**src/rtl/bclk_div_pkg.sv**
```systemverilog
// Package: shared widths and register selectors for the fractional
// bit-clock divider. Assumes a 32-bit write data path.
package bclk_div_pkg;
    localparam int DEF_INT_W  = 10;  // integer divisor width
    localparam int DEF_FRAC_W = 9;   // fractional divisor width (1/512 steps)
    localparam int DEF_DATA_W = 32;  // register write width
    localparam int DEF_EN_POS = 31;  // clock-enable bit in the fraction register

    typedef enum logic {
        SEL_FRAC = 1'b0,   // fraction + clock enable
        SEL_INT  = 1'b1    // integer divisor
    } reg_sel_e;
endpackage

```
**src/rtl/bclk_div_regs.sv**
```systemverilog
// Register bank: holds the integer divisor, the fraction and the clock
// enable. Slave mode has priority over a write and clears the enable.
// Assumes a one-cycle write strobe; no read-back path.
module bclk_div_regs
    import bclk_div_pkg::*;
#(
    parameter int INT_W  = DEF_INT_W,
    parameter int FRAC_W = DEF_FRAC_W,
    parameter int DATA_W = DEF_DATA_W,
    parameter int EN_POS = DEF_EN_POS
) (
    input  logic              clk,
    input  logic              rst_n,
    input  logic              wr_en,
    input  logic              wr_sel,
    input  logic [DATA_W-1:0] wr_data,
    input  logic              slave_i,
    output logic [INT_W-1:0]  cfg_int,
    output logic [FRAC_W-1:0] cfg_frac,
    output logic              cfg_en
);
    logic hit_int;
    logic hit_frac;

    // Decode which register a write addresses.
    always_comb begin
        hit_int  = wr_en && (reg_sel_e'(wr_sel) == SEL_INT);
        hit_frac = wr_en && (reg_sel_e'(wr_sel) == SEL_FRAC);
    end

    // Store the divisors; slave mode wins over a write and clears the enable.
    always_ff @(posedge clk) begin
        if (!rst_n) begin
            cfg_int  <= '0;
            cfg_frac <= '0;
            cfg_en   <= 1'b0;
        end else begin
            if (hit_int) begin
                cfg_int <= wr_data[INT_W-1:0];
            end
            if (hit_frac) begin
                cfg_frac <= wr_data[FRAC_W-1:0];
                cfg_en   <= wr_data[EN_POS];
            end
            if (slave_i) begin
                cfg_en <= 1'b0;
            end
        end
    end
endmodule

```
**src/rtl/bclk_div_step.sv**
```systemverilog
// Step logic: from the current accumulator and the programmed divisors,
// forms the next accumulator value and the length (minus one) of the next
// half period. Pure combinational. Assumes the integer divisor is non-zero
// whenever its result is used.
module bclk_div_step #(
    parameter int INT_W  = 10,
    parameter int FRAC_W = 9,
    localparam int CNT_W = INT_W + 1
) (
    input  logic [FRAC_W-1:0] acc_q,
    input  logic [FRAC_W-1:0] cfg_frac,
    input  logic [INT_W-1:0]  cfg_int,
    output logic [FRAC_W-1:0] acc_nxt,
    output logic [CNT_W-1:0]  len_m1
);
    logic [FRAC_W:0] sum;
    logic            carry;

    // Add the fraction; a carry stretches the next half period by one cycle.
    always_comb begin
        sum     = {1'b0, acc_q} + {1'b0, cfg_frac};
        carry   = sum[FRAC_W];
        acc_nxt = sum[FRAC_W-1:0];
        len_m1  = CNT_W'(cfg_int) - CNT_W'(1) + CNT_W'(carry);
    end
endmodule

```
**src/rtl/bclk_div_ctr.sv**
```systemverilog
// Half-period engine: counts each half period down, pulses in its last
// cycle, toggles the bit clock at the boundary and loads the next length
// and accumulator there. Clears everything when not allowed to run.
module bclk_div_ctr #(
    parameter int INT_W  = 10,
    parameter int FRAC_W = 9,
    localparam int CNT_W = INT_W + 1
) (
    input  logic              clk,
    input  logic              rst_n,
    input  logic              go,
    input  logic [CNT_W-1:0]  len_m1,
    input  logic [FRAC_W-1:0] acc_nxt,
    output logic [FRAC_W-1:0] acc_q,
    output logic              tick_o,
    output logic              bclk_o
);
    logic             run_q;
    logic [CNT_W-1:0] cnt_q;

    // Last cycle of the current half period.
    always_comb begin
        tick_o = run_q && (cnt_q == '0);
    end

    // Sequence the half periods; park low and clear the phase when stopped.
    always_ff @(posedge clk) begin
        if (!rst_n || !go) begin
            run_q  <= 1'b0;
            cnt_q  <= '0;
            acc_q  <= '0;
            bclk_o <= 1'b0;
        end else if (!run_q) begin
            run_q <= 1'b1;
            cnt_q <= len_m1;
            acc_q <= acc_nxt;
        end else if (cnt_q == '0) begin
            bclk_o <= ~bclk_o;
            cnt_q  <= len_m1;
            acc_q  <= acc_nxt;
        end else begin
            cnt_q <= cnt_q - CNT_W'(1);
        end
    end
endmodule

```
**src/rtl/bclk_frac_div.sv**
```systemverilog
// Top: fractional bit-clock divider. Output frequency is
// f_in / (2 * (N + F/2^FRAC_W)). Runs only while enabled, not in slave
// mode and with a non-zero integer divisor.
module bclk_frac_div
    import bclk_div_pkg::*;
#(
    parameter int INT_W  = DEF_INT_W,
    parameter int FRAC_W = DEF_FRAC_W,
    parameter int DATA_W = DEF_DATA_W,
    parameter int EN_POS = DEF_EN_POS,
    localparam int CNT_W = INT_W + 1
) (
    input  logic              clk,
    input  logic              rst_n,
    input  logic              wr_en,
    input  logic              wr_sel,
    input  logic [DATA_W-1:0] wr_data,
    input  logic              slave_i,
    output logic              tick_o,
    output logic              bclk_o
);
    logic [INT_W-1:0]  cfg_int;
    logic [FRAC_W-1:0] cfg_frac;
    logic              cfg_en;
    logic              cfg_go;
    logic [FRAC_W-1:0] acc_q;
    logic [FRAC_W-1:0] acc_nxt;
    logic [CNT_W-1:0]  len_m1;

    bclk_div_regs #(
        .INT_W(INT_W), .FRAC_W(FRAC_W), .DATA_W(DATA_W), .EN_POS(EN_POS)
    ) u_regs (
        .clk(clk), .rst_n(rst_n), .wr_en(wr_en), .wr_sel(wr_sel),
        .wr_data(wr_data), .slave_i(slave_i),
        .cfg_int(cfg_int), .cfg_frac(cfg_frac), .cfg_en(cfg_en)
    );

    // Divider may run only when enabled, master mode, non-zero integer.
    always_comb begin
        cfg_go = cfg_en && !slave_i && (cfg_int != '0);
    end

    bclk_div_step #(.INT_W(INT_W), .FRAC_W(FRAC_W)) u_step (
        .acc_q(acc_q), .cfg_frac(cfg_frac), .cfg_int(cfg_int),
        .acc_nxt(acc_nxt), .len_m1(len_m1)
    );

    bclk_div_ctr #(.INT_W(INT_W), .FRAC_W(FRAC_W)) u_ctr (
        .clk(clk), .rst_n(rst_n), .go(cfg_go), .len_m1(len_m1),
        .acc_nxt(acc_nxt), .acc_q(acc_q), .tick_o(tick_o), .bclk_o(bclk_o)
    );
endmodule

```
**config.mk**
```make
export PLATFORM = sky130hd
export DESIGN_NAME = bclk_frac_div
export DESIGN_NICKNAME = d
export VERILOG_FILES = /design/src/rtl/bclk_div_pkg.sv /design/src/rtl/bclk_div_regs.sv /design/src/rtl/bclk_div_step.sv /design/src/rtl/bclk_div_ctr.sv /design/src/rtl/bclk_frac_div.sv
export SDC_FILE = /design/constraint.sdc
export NUM_CORES = 1
export LEC_CHECK = 0
export ABC_CLOCK_PERIOD_IN_PS = 4800
export BUFFER_PORTS_ARGS = -buffer_cell sky130_fd_sc_hd__buf_4
export CORE_UTILIZATION = 40
export CTS_BUF_LIST = sky130_fd_sc_hd__clkbuf_8
export DETAILED_ROUTE_END_ITERATION = 10
export PLACE_DENSITY = 0.61
export SETUP_SLACK_MARGIN = 0.5
export SKIP_LAST_GASP = 1
export SLEW_MARGIN = 10
export SYNTH_ARGS = -nofsm -noshare
export SYNTH_HDL_FRONTEND = slang
export SYNTH_SLANG_ARGS = --single-unit
```
**constraint.sdc**
```tcl
create_clock -name clk -period 4.8 [get_ports clk]
set_input_delay 0.24 -clock clk [delete_from_list [all_inputs] [get_ports clk]]
set_output_delay 0.24 -clock clk [all_outputs]
set_load 0.005 [all_outputs]
```
**Yosys cells after proc, flatten, opt, wreduce, memory -nomap -nowiden**

Index checks and enable logic that the tools add are counted.

- Memory bits (writable): 0
- Bits in registers: 42
- Latch bits: 0
- Logic and storage cells: 33
- Memories kept: 0
- Input port bits: 37
- Memory bits (read-only): 0

- Equal/unequal tests: 1
- Divide/modulo/power cells: 0
- Magnitude comparators: 0
- Mux-type cells: 5
- Reduce and logical (&&, ||, !) cells: 13
- Add/sub/neg operators: 4
- Shifts and indexed selects: 0
- Bitwise gates (word level): 3
- $mul: 0

Operators with widths:

| operator | number |
|---|---|
| $mux 11 | 2 |
| $mux 9 | 2 |
| $add 11x1->11 | 1 |
| $logic_not 11->1 | 1 |
| $sub 10x1->11 const B | 1 |
| $sub 11x1->11 const B | 1 |
| $add 9x9->10 | 1 |
| $reduce_bool 10->1 | 1 |
| $logic_and 1x1->1 | 5 |
| $logic_not 1->1 | 3 |
| $not 1->1 | 3 |
| $ne 2x2->1 const B | 1 |
| $reduce_and 2->1 | 1 |
| $reduce_or 2->1 | 1 |
| $logic_or 1x1->1 | 1 |
| $mux 1 | 1 |

**Longest topological paths before layout**

Gate-level depths: netlist (run 1).

- Depth in word-level cells: 6
- Gate-level depth with buffers: 12
- Gate-level depth less buffers: 12

**Modules after synthesis**

From an unflattened synthesis (run 1), not the netlist that was laid out.

- Cells, all modules: 278
- Area total of the unflattened synthesis: 2342.2 sq um

Modules (own cells, without submodules):

| module | cells each | sequential area each (sq um) | area each (sq um) | times used |
|---|---|---|---|---|
| bclk_div_ctr | 116 | 440.4 | 1021.0 | 1 |
| bclk_div_regs | 88 | 400.4 | 762.0 | 1 |
| bclk_div_step | 69 | 0.0 | 530.5 | 1 |
| bclk_frac_div | 5 | 0.0 | 28.8 | 1 |

**Worst setup path before layout (run 1)**

Ideal clock, no wire load.

- Path kind: register to register
- From: register u_regs.cfg_frac[1]
- To: register u_ctr.cnt_q[8]
- Path slack: 2.368 ns
- Setup time: 0.086 ns
- Period minus slack after synthesis: 2.432 ns
- Arrival time: 2.346 ns
- Stages on the path, launching flop included: 13
- Cell sequence: dfxtp_1 ha_1 a211oi_1 o21ai_0 a21oi_1 o211ai_1 o211ai_1 ha_1 ha_1 nand3_1 nor3_1 xnor2_1 a211oi_1

- Word-level cells in the longest chain between the ends: 4

RTL lines:

| what | RTL line | source |
|---|---|---|
| from (decl) | bclk_div_regs.sv:19 | `output logic [FRAC_W-1:0] cfg_frac,` |
| from (signal assigned) | bclk_div_regs.sv:42 | `cfg_frac <= wr_data[FRAC_W-1:0];` |
| $add 9x9->10 * | bclk_div_step.sv:21 | `sum = {1'b0, acc_q} + {1'b0, cfg_frac};` |
| $add 11x1->11 * | bclk_div_step.sv:24 | `len_m1 = CNT_W'(cfg_int) - CNT_W'(1) + CNT_W'(carry);` |
| $mux 11 | bclk_div_ctr.sv:37 | `end else if (cnt_q == '0) begin` |
| $mux 11 * | bclk_div_ctr.sv:33 | `end else if (!run_q) begin` |
| to (signal assigned) | bclk_div_ctr.sv:35 | `cnt_q <= len_m1;` |
| to (signal assigned) | bclk_div_ctr.sv:39 | `cnt_q <= len_m1;` |
| to (signal assigned) | bclk_div_ctr.sv:42 | `cnt_q <= cnt_q - CNT_W'(1);` |
| to (decl) | bclk_div_ctr.sv:19 | `logic [CNT_W-1:0] cnt_q;` |

Mark *: on every way between the ends. The rest lies on a longest branch, timed or not.
A chain may end at the register's enable or synchronous reset.

**Final worst setup path (run 1)**

- From: register u_regs.cfg_frac[1]
- To: register u_ctr.cnt_q[9]

Same word-level chain as after synthesis.

==> results of run 1 <==
worst max path at each step:
stage	to
2_1_floorplan	u_ctr.cnt_q[8]$_SDFF_PN0_
3_3_place_gp	u_ctr.cnt_q[9]$_SDFF_PN0_
3_5_place_dp	u_ctr.cnt_q[9]$_SDFF_PN0_
4_1_cts	u_ctr.cnt_q[9]$_SDFF_PN0_
5_1_grt	u_ctr.cnt_q[8]$_SDFF_PN0_
6_report	u_ctr.cnt_q[9]$_SDFF_PN0_
through the flow:
stage	setup slack [ns]	instance area [um^2]
floorplan	2.37	2330
finish	1.90	2600
global placement	1.94	2520
detailed placement	1.93	2520
CTS	1.89	2600
global route	1.61	2600
routing by layer:
layer  vias up  track usage [%]  part of all wire, %
met5         -                0                    0
met4         0             6.48                  1.8
met3         8             3.49                  3.2
met2        36             27.7                   42
met1       835             23.7                   53
li1       1020                -                    -
power by group:
group | internal [mW] | switching [mW] | total, mW
sequential | 0.356 | 0.00769 | 0.364
combinational | 0.0369 | 0.0418 | 0.0787
clock | 0.0978 | 0.124 | 0.222
total | 0.491 | 0.174 | 0.665
worst min-delay path: cells and delay by family:
family,cells,cell delay [ns]
buffers and inverters,1,0.10
AOI/OAI and AO/OA,1,0.06
and+or+nand+nor,1,0.04
cell families (layout without fill, tap and decap cells):
| group | Yosys count | after routing | synth area share (%) |
|---|---|---|---|
| AND/OR/NAND/NOR | 119 | 119 | 23.8 |
| AO/OA/AOI/OAI | 67 | 67 | 21.5 |
| flip-flops | 42 | 42 | 36.1 |
| buffers and inverters | 24 | 39 | 4.03 |
| XOR/XNOR | 17 | 17 | 6.39 |
| adder cells (fa/ha/maj) | 13 | 13 | 7.31 |
| multiplexers | 2 | 2 | 0.913 |
cell usage in the layout, fill, tap and decap left out, drive strengths merged, types with 2 or more instances in the layout:
cell type,n
a211oi,10
a21boi,20
a21oi,11
a311oi,2
and2,2
and3,3
buf,19
clkbuf,5
dfxtp,42
ha,12
inv,14
nand2,58
nand2b,3
nand3,8
nor2,23
nor2b,4
nor3,5
nor3b,2
nor4,4
o211ai,2
o21ai,9
o311ai,2
o31ai,2
or3,2
xnor2,8
xor2,9
sequential cells by signal, indices dropped and copies added (netlist names):
name / flops
u_ctr.bclk_o: 1
u_regs.cfg_en: 1
u_ctr.cnt_q: 11
u_regs.cfg_int: 10
u_ctr.run_q: 1
u_ctr.acc_q: 9
u_regs.cfg_frac: 9
cell type report:
cell class	count	share of cell area, %
clock inverter	2	0.434
inverter	13	1.88
timing repair buffer	19	5.49
tap	72	3.47
clock buffer	5	2.65
multi-input combinational	218	53.7
sequential	42	32.4
==> metrics.log, run 1 <==
[metrics] outcome: completed
[metrics] Max-cap violations: 0
[metrics] setup clock skew after layout: 0.00650 ns
[metrics] buffers plus inverters on the worst setup path: 0
[metrics] Routed Antenna Nets: 0
[metrics] critical path's top delay family: compound AO/OA/AOI/OAI gates
[metrics] clock sinks: 42
[metrics] Vert. Die Dim: 78.3 um
[metrics] startpoint of the worst register-to-register path: u_regs.cfg_frac[1]$_SDFFE_PN0P_
[metrics] top_reg_cell synth: dfxtp_1
[metrics] setup repair after global routing missed its margin: no
[metrics] number of buffers on the longest clock path: 2
[metrics] input/output buffers: 17
[metrics] time the worst path needs with I/O delays and setup: 2.90 ns
[metrics] count of flip-flops with a built-in enable after synthesis: 0
[metrics] register-to-register path setup slack: 1.90 ns
[metrics] boundary pin count: 39
[metrics] cell count along the critical path: 12
[metrics] via count: 1,899
[metrics] number of buffers inserted during clock tree synthesis: 5
[metrics] startpoint kind of the worst setup timing path: flop
[metrics] length in cells of the worst reg-to-reg path: 12
[metrics] Final Total Pwr: 0.665 mW
[metrics] core region area: 0.00557 mm^2
[metrics] flip-flop and latch count after synthesis: 42
[metrics] cell chain of the critical path: ha_1, a211oi_1, o21ai_0, a21oi_1, o211ai_1, o211ai_1, ha_1, nor3b_1, nand3_1, xnor2_1, nor2_1, a211oi_1
[metrics] placed insts: 364
[metrics] count of synthesis-stage warnings from yosys: 0
[metrics] Clk pin slew, worst setup/hold paths: 0.08 ns
[metrics] worst endpoint data arrival time: 3.11 ns
[metrics] part of the Yosys area used for sequential elements: 36.1%
[metrics] largest net degree at the start of global routing: 24
[metrics] nets in the synthesized netlist: 334
[metrics] share of flip-flops with an asynchronous set or reset: 0%
[metrics] antenna violations before repair: 0
[metrics] number of standard-cell rows in the floorplan: 27
[metrics] synthesized area: 0.00233 mm^2
[metrics] Fin Hold WS: 0.196 ns
[metrics] chip width: 78.3 um
[metrics] Peak supply drop: 128 uV
[metrics] Worst path max stage delay: 0.36 ns
[metrics] number of H-tree levels: 2
[metrics] post-route fraction of the period consumed by the critical path: 60.4%
[metrics] category of the worst setup path capture point: flop
[metrics] post-detailed-route via-to-cell ratio: 5.12
[metrics] utilization after layout: 46.6%
[metrics] area growth from synthesis to final layout: 11.5%
[metrics] number of remaining DRC errors: 0
[metrics] reported leakage power: 1.02 nW
[metrics] share of post-route cells with drive strength above 1: 10.4%
[metrics] aggregate routed wire length: 4840 um
[metrics] top area cells in the synthesized netlist: dfxtp_1 36%, nand2_1 9.3%, a21boi_0 6.4%
[metrics] Clock Latency Late Sink: 0.29 ns
[metrics] count of cells along the worst hold path: 3
[metrics] total area of multi-input combinational cells: 0.00139 mm^2
[metrics] DIE AREA: 0.00613 mm^2
[metrics] number of hold buffers added after CTS: 0
[metrics] buffer count from post-CTS setup fixing: 0
[metrics] Total GRT Usage: 17.6%
[metrics] worst max-slew margin expressed relative to the limit: 58.5%
[metrics] CTS tree: yes
[metrics] critical path startpoint: u_regs.cfg_frac[1]$_SDFFE_PN0P_
[metrics] slew at the pin closest to its max-slew limit: 0.622 ns
[metrics] gate count of the mapped netlist: 284
[metrics] global route overflow: 0
[metrics] Final #Nets: 349
[metrics] final sum of negative setup slack: 0 ns
[metrics] Final Max Tran Viols: 0
[metrics] number of distinct library cells after synthesis: 48
[metrics] Setup CP Type: flop to flop
[metrics] Cell Count, Final, Fillers Out: 371
[metrics] CP max-delay cell: nor3b_1
[metrics] Post-CTS Resized: 0
[metrics] Required @ worst endpoint: 5.02 ns
[metrics] number of DRC markers after the initial detailed-route iteration: 144
[metrics] FF/Latch Area: 841 um^2
[metrics] global-route wire length before repair: 8540 um
[metrics] post-synthesis cell type with the largest combined area: dfxtp_1
[metrics] Synth top cells by count: 58 x nand2_1, 42 x dfxtp_1, 23 x nor2_1
[metrics] power density normalized to cell area: 256 mW/mm^2
[metrics] HPWL after detailed placement: 3460 um
[metrics] layout filler cell count: 573
[metrics] via count of the first global-routing pass: 1,894
[metrics] Min-Delay Path Class: input port to flop
[metrics] Setup-failing EPs final: 0
[metrics] number of failing hold endpoints at the final stage: 0
[metrics] root buf cell: clkbuf_8
[metrics] Worst Hold Path EP: u_regs.cfg_en$_SDFFE_PP0P_
[metrics] share of Yosys cell area claimed by the top area cell type: 36.1%
[metrics] initial standard-cell utilization of the core: 41.8%
[metrics] worst hold path startpoint: wr_data[31]
[metrics] RePlAce Congestion: 0.795
[metrics] Highest Clock Rate: 345 MHz
[metrics] most used standard cell by instance count after synthesis: nand2_1
[metrics] WL/cell: 13.0 um
[metrics] Antenna Diode Count: 0
[metrics] router iterations before antenna repair: 4
[metrics] maximum net fanout on the critical path: 3
[metrics] capture point of the worst reg-to-reg path: u_ctr.cnt_q[9]$_SDFF_PN0_
[metrics] average size of a mapped cell: 8.20 um^2
Note: power is estimated with default switching activity, not from simulation.
==> inputs of run 2 (changes only) <==
- ABC_CLOCK_PERIOD_IN_PS: 4800 -> 2600
- PLACE_DENSITY: 0.61 -> 0.63
- clock period: 4.8 -> 2.6 ns (I/O delays scaled with it)
==> run 2 against run 1 <==
  * Highest routed layer unchanged
  * Hold slack got worse by 0.098 ns
  * Maximum frequency increased by 20%
  * First-iteration DRC count decreased by 53%
  * Via count increased by 3.7%
==> metrics.log, run 2 (synthesized netlist as in run 1, its figures left out) <==
[metrics] startpoint kind of the worst setup timing path: flop
[metrics] Max-cap violations: 0 (unchanged)
[metrics] leading cell types in the layout, fill and taps excluded: 56 x nand2_1, 34 x dfxtp_1, 27 x buf_4
[metrics] Setup CP Type: flop to flop
[metrics] RePlAce Congestion: 0.800 (+0.73%)
[metrics] largest register by flop count: u_ctr.cnt_q
[metrics] setup clock skew after layout: 0.00460 ns (-0.00189 ns)
[metrics] number of DRC markers after the initial detailed-route iteration: 67 (-53%)
[metrics] largest net degree at the start of global routing: 24 (unchanged)
[metrics] Routed Antenna Nets: 0 (unchanged)
[metrics] length in cells of the worst reg-to-reg path: 12 (unchanged)
[metrics] number of buffers on the longest clock path: 2 (unchanged)
[metrics] buffers plus inverters on the worst setup path: 0 (unchanged)
[metrics] Largest register FFs: 11 (unchanged)
[metrics] number of H-tree levels: 2 (unchanged)
[metrics] post-route fraction of the period consumed by the critical path: 92.6% (+32 points)
[metrics] Antenna Diode Count: 0 (unchanged)
[metrics] busiest layer in global routing: met2
[metrics] worst slack at placement: 0.108 ns (-1.82 ns)
[metrics] slew at the pin closest to its max-slew limit: 0.624 ns (+0.00289 ns)
[metrics] Final Max Tran Viols: 0 (unchanged)
[metrics] category of the worst setup path capture point: flop
[metrics] boundary pin count: 39 (unchanged)
[metrics] capture point of the worst reg-to-reg path: u_ctr.cnt_q[9]$_SDFF_PN0_
[metrics] number of failing hold endpoints at the final stage: 0 (unchanged)
[metrics] post-detailed-route via-to-cell ratio: 5.14 (+0.44%)
[metrics] core region area: 0.00557 mm^2 (unchanged)
[metrics] startpoint of the worst register-to-register path: u_ctr.acc_q[1]$_SDFFE_PN0P_
[metrics] input/output buffers: 17 (unchanged)
[metrics] HPWL after detailed placement: 3650 um (+5.7%)
[metrics] area growth from synthesis to final layout: 24.5%
[metrics] Peak supply drop: 407 uV (+220%)
[metrics] router iterations before antenna repair: 4 (unchanged)
[metrics] global-route track usage on met1: 23.7% (-0.024 points)
[metrics] critical path's top delay family: compound AO/OA/AOI/OAI gates
[metrics] via count of the first global-routing pass: 1,967 (+3.9%)
[metrics] Cell Count, Final, Fillers Out: 383 (+3.2%)
[metrics] layout filler cell count: 562 (-1.9%)
[metrics] total area of multi-input combinational cells: 0.00158 mm^2 (+13%)
[metrics] DIE AREA: 0.00613 mm^2 (unchanged)
[metrics] global route overflow: 0 (unchanged)
[metrics] via count: 1,969 (+3.7%)
[metrics] cell count along the critical path: 12 (unchanged)
[metrics] number of standard-cell rows in the floorplan: 27 (unchanged)
[metrics] register-to-register path setup slack: 0.19 ns (-1.71 ns)
[metrics] worst max-slew margin expressed relative to the limit: 58.3% (-0.19 points)
[metrics] Min-Delay Path Class: input port to flop
[metrics] maximum net fanout on the critical path: 3 (unchanged)
[metrics] chip width: 78.3 um (unchanged)
[metrics] WL/cell: 13.1 um (about the same)
[metrics] setup repair after global routing missed its margin: yes
[metrics] Required @ worst endpoint: 2.81 ns (-2.21 ns)
[metrics] most common cell after layout, fill and taps aside: nand2_1
[metrics] reported leakage power: 1.11 nW (+9.2%)
[metrics] antenna violations before repair: 0 (unchanged)
[metrics] placed insts: 365 (+0.27%)
[metrics] aggregate routed wire length: 5000 um (+3.3%)
[metrics] FF/Latch Area: 851 um^2 (+1.2%)
[metrics] time the worst path needs with I/O delays and setup: 2.41 ns (-0.491 ns)
[metrics] number of buffers inserted during clock tree synthesis: 5 (unchanged)
[metrics] root buf cell: clkbuf_8
[metrics] Highest Clock Rate: 415 MHz (+20%)
[metrics] Setup-failing EPs final: 0 (unchanged)
[metrics] share of post-route cells with drive strength above 1: 25.1% (+15 points)
[metrics] dominant cell type by count on the critical path: o211ai_1
[metrics] Clock Latency Late Sink: 0.29 ns (about the same)
[metrics] power density normalized to cell area: 449 mW/mm^2 (+76%)
[metrics] number of hold buffers added after CTS: 0 (unchanged)
[metrics] Final Worst Setup Slack: 0.193 ns (-1.71 ns)
[metrics] cell chain of the critical path: ha_4, a211oi_4, o21ai_2, a21oi_2, o211ai_1, o211ai_1, ha_2, nor3b_4, nand3_1, xnor2_2, nor2_1, a211oi_1
[metrics] Vert. Die Dim: 78.3 um (unchanged)
[metrics] CTS tree: yes
[metrics] global-route wire length before repair: 8770 um (+2.7%)
[metrics] number of remaining DRC errors: 0 (unchanged)
[metrics] clock sinks: 42 (unchanged)
[metrics] initial standard-cell utilization of the core: 41.8% (unchanged)
[metrics] met2 usage: 30.5% (+2.8 points)
[metrics] Worst path max stage delay: 0.34 ns (-0.02 ns)
[metrics] Largest regs: u_ctr.cnt_q: 11 flops, u_regs.cfg_int: 10 flops
[metrics] worst endpoint data arrival time: 2.62 ns (-0.49 ns)
[metrics] Clk pin slew, worst setup/hold paths: 0.08 ns (about the same)
[metrics] capture point of the critical path: u_ctr.cnt_q[9]$_SDFF_PN0_
[metrics] critical path startpoint: u_ctr.acc_q[1]$_SDFFE_PN0P_
[metrics] met3 usage: 3.49% (unchanged)
[metrics] CP max-delay cell: dfxtp_2
[metrics] Total GRT Usage: 18.3% (+0.65 points)
[metrics] outcome: completed
[metrics] Final #Nets: 360 (+3.2%)
run 2: how the worst min path moves through the flow:
| stage | cells after the start | slack, ns | endpoint | start |
|---|---|---|---|---|
| 2_1_floorplan | 2 | 0.27 | u_regs.cfg_frac[1]$_SDFFE_PN0P_ | wr_data[1] |
| 3_3_place_gp | 3 | 0.41 | u_regs.cfg_en$_SDFFE_PP0P_ | wr_data[31] |
| 3_5_place_dp | 3 | 0.40 | u_regs.cfg_en$_SDFFE_PP0P_ | wr_data[31] |
| 4_1_cts | 3 | 0.09 | u_regs.cfg_en$_SDFFE_PP0P_ | wr_data[31] |
| 5_1_grt | 3 | 0.1 | u_regs.cfg_int[9]$_SDFFE_PN0P_ | wr_data[9] |
| 6_report | 3 | 0.1 | u_regs.cfg_en$_SDFFE_PP0P_ | wr_data[31] |
run 2: final cells by class:
class                   count  share of cell area, %
clock buffers               6                   2.85
clock inverters             2                  0.432
inverters                  13                   1.68
multi-input cells         218                   54.4
flip-flops and latches     42                   29.3
well taps                  72                   3.11
repair buffers             30                   8.16
run 2: repair_timing:
action                                 4_1_cts  5_1_grt
resized for setup                           10       19
endpoints found under the hold margin        0        0
buffers inserted                             6        4
setup endpoints to repair                   12       13
gates cloned                                 0        0
pin swaps                                   17        7
run 2: worst reg2reg max path, delay by kind of cell, from the launching register on:
family,cells,cell delay [ns]
xor+xnor,1,0.18
fa+ha+maj,2,0.51
flops,1,0.34
compound gates,6,0.85
simple gates,3,0.46
run 2: through the flow:
step,hold slack [ns],setup TNS (ns),area (um^2),utilization (%),total power [mW]
floorplan,0.267,0,2410,-,0.801
global placement,0.408,0,2610,46.8,0.846
detailed placement,0.402,0,2610,46.8,0.847
CTS,0.0896,0,2790,50.0,1.29
global route,0.0978,-0.0153,2900,52.0,1.37
finish,0.0980,0,2900,52.0,1.30
run 2: report_power, final:
part | switching [mW] | leakage, nW | internal [mW] | total [mW]
Combinational | 0.0922 | 0.722 | 0.0960 | 0.188
Sequential | 0.0185 | 0.344 | 0.658 | 0.677
Clock | 0.224 | 0.0472 | 0.213 | 0.438
Total | 0.335 | 1.11 | 0.968 | 1.30
run 2: routing by layer:
metal | vias to the layer above | part of all wire (%)
li1 | 1040 | -
met4 | 0 | 1.1
met3 | 6 | 2.6
met2 | 27 | 45
met1 | 896 | 51
met5 | - | 0
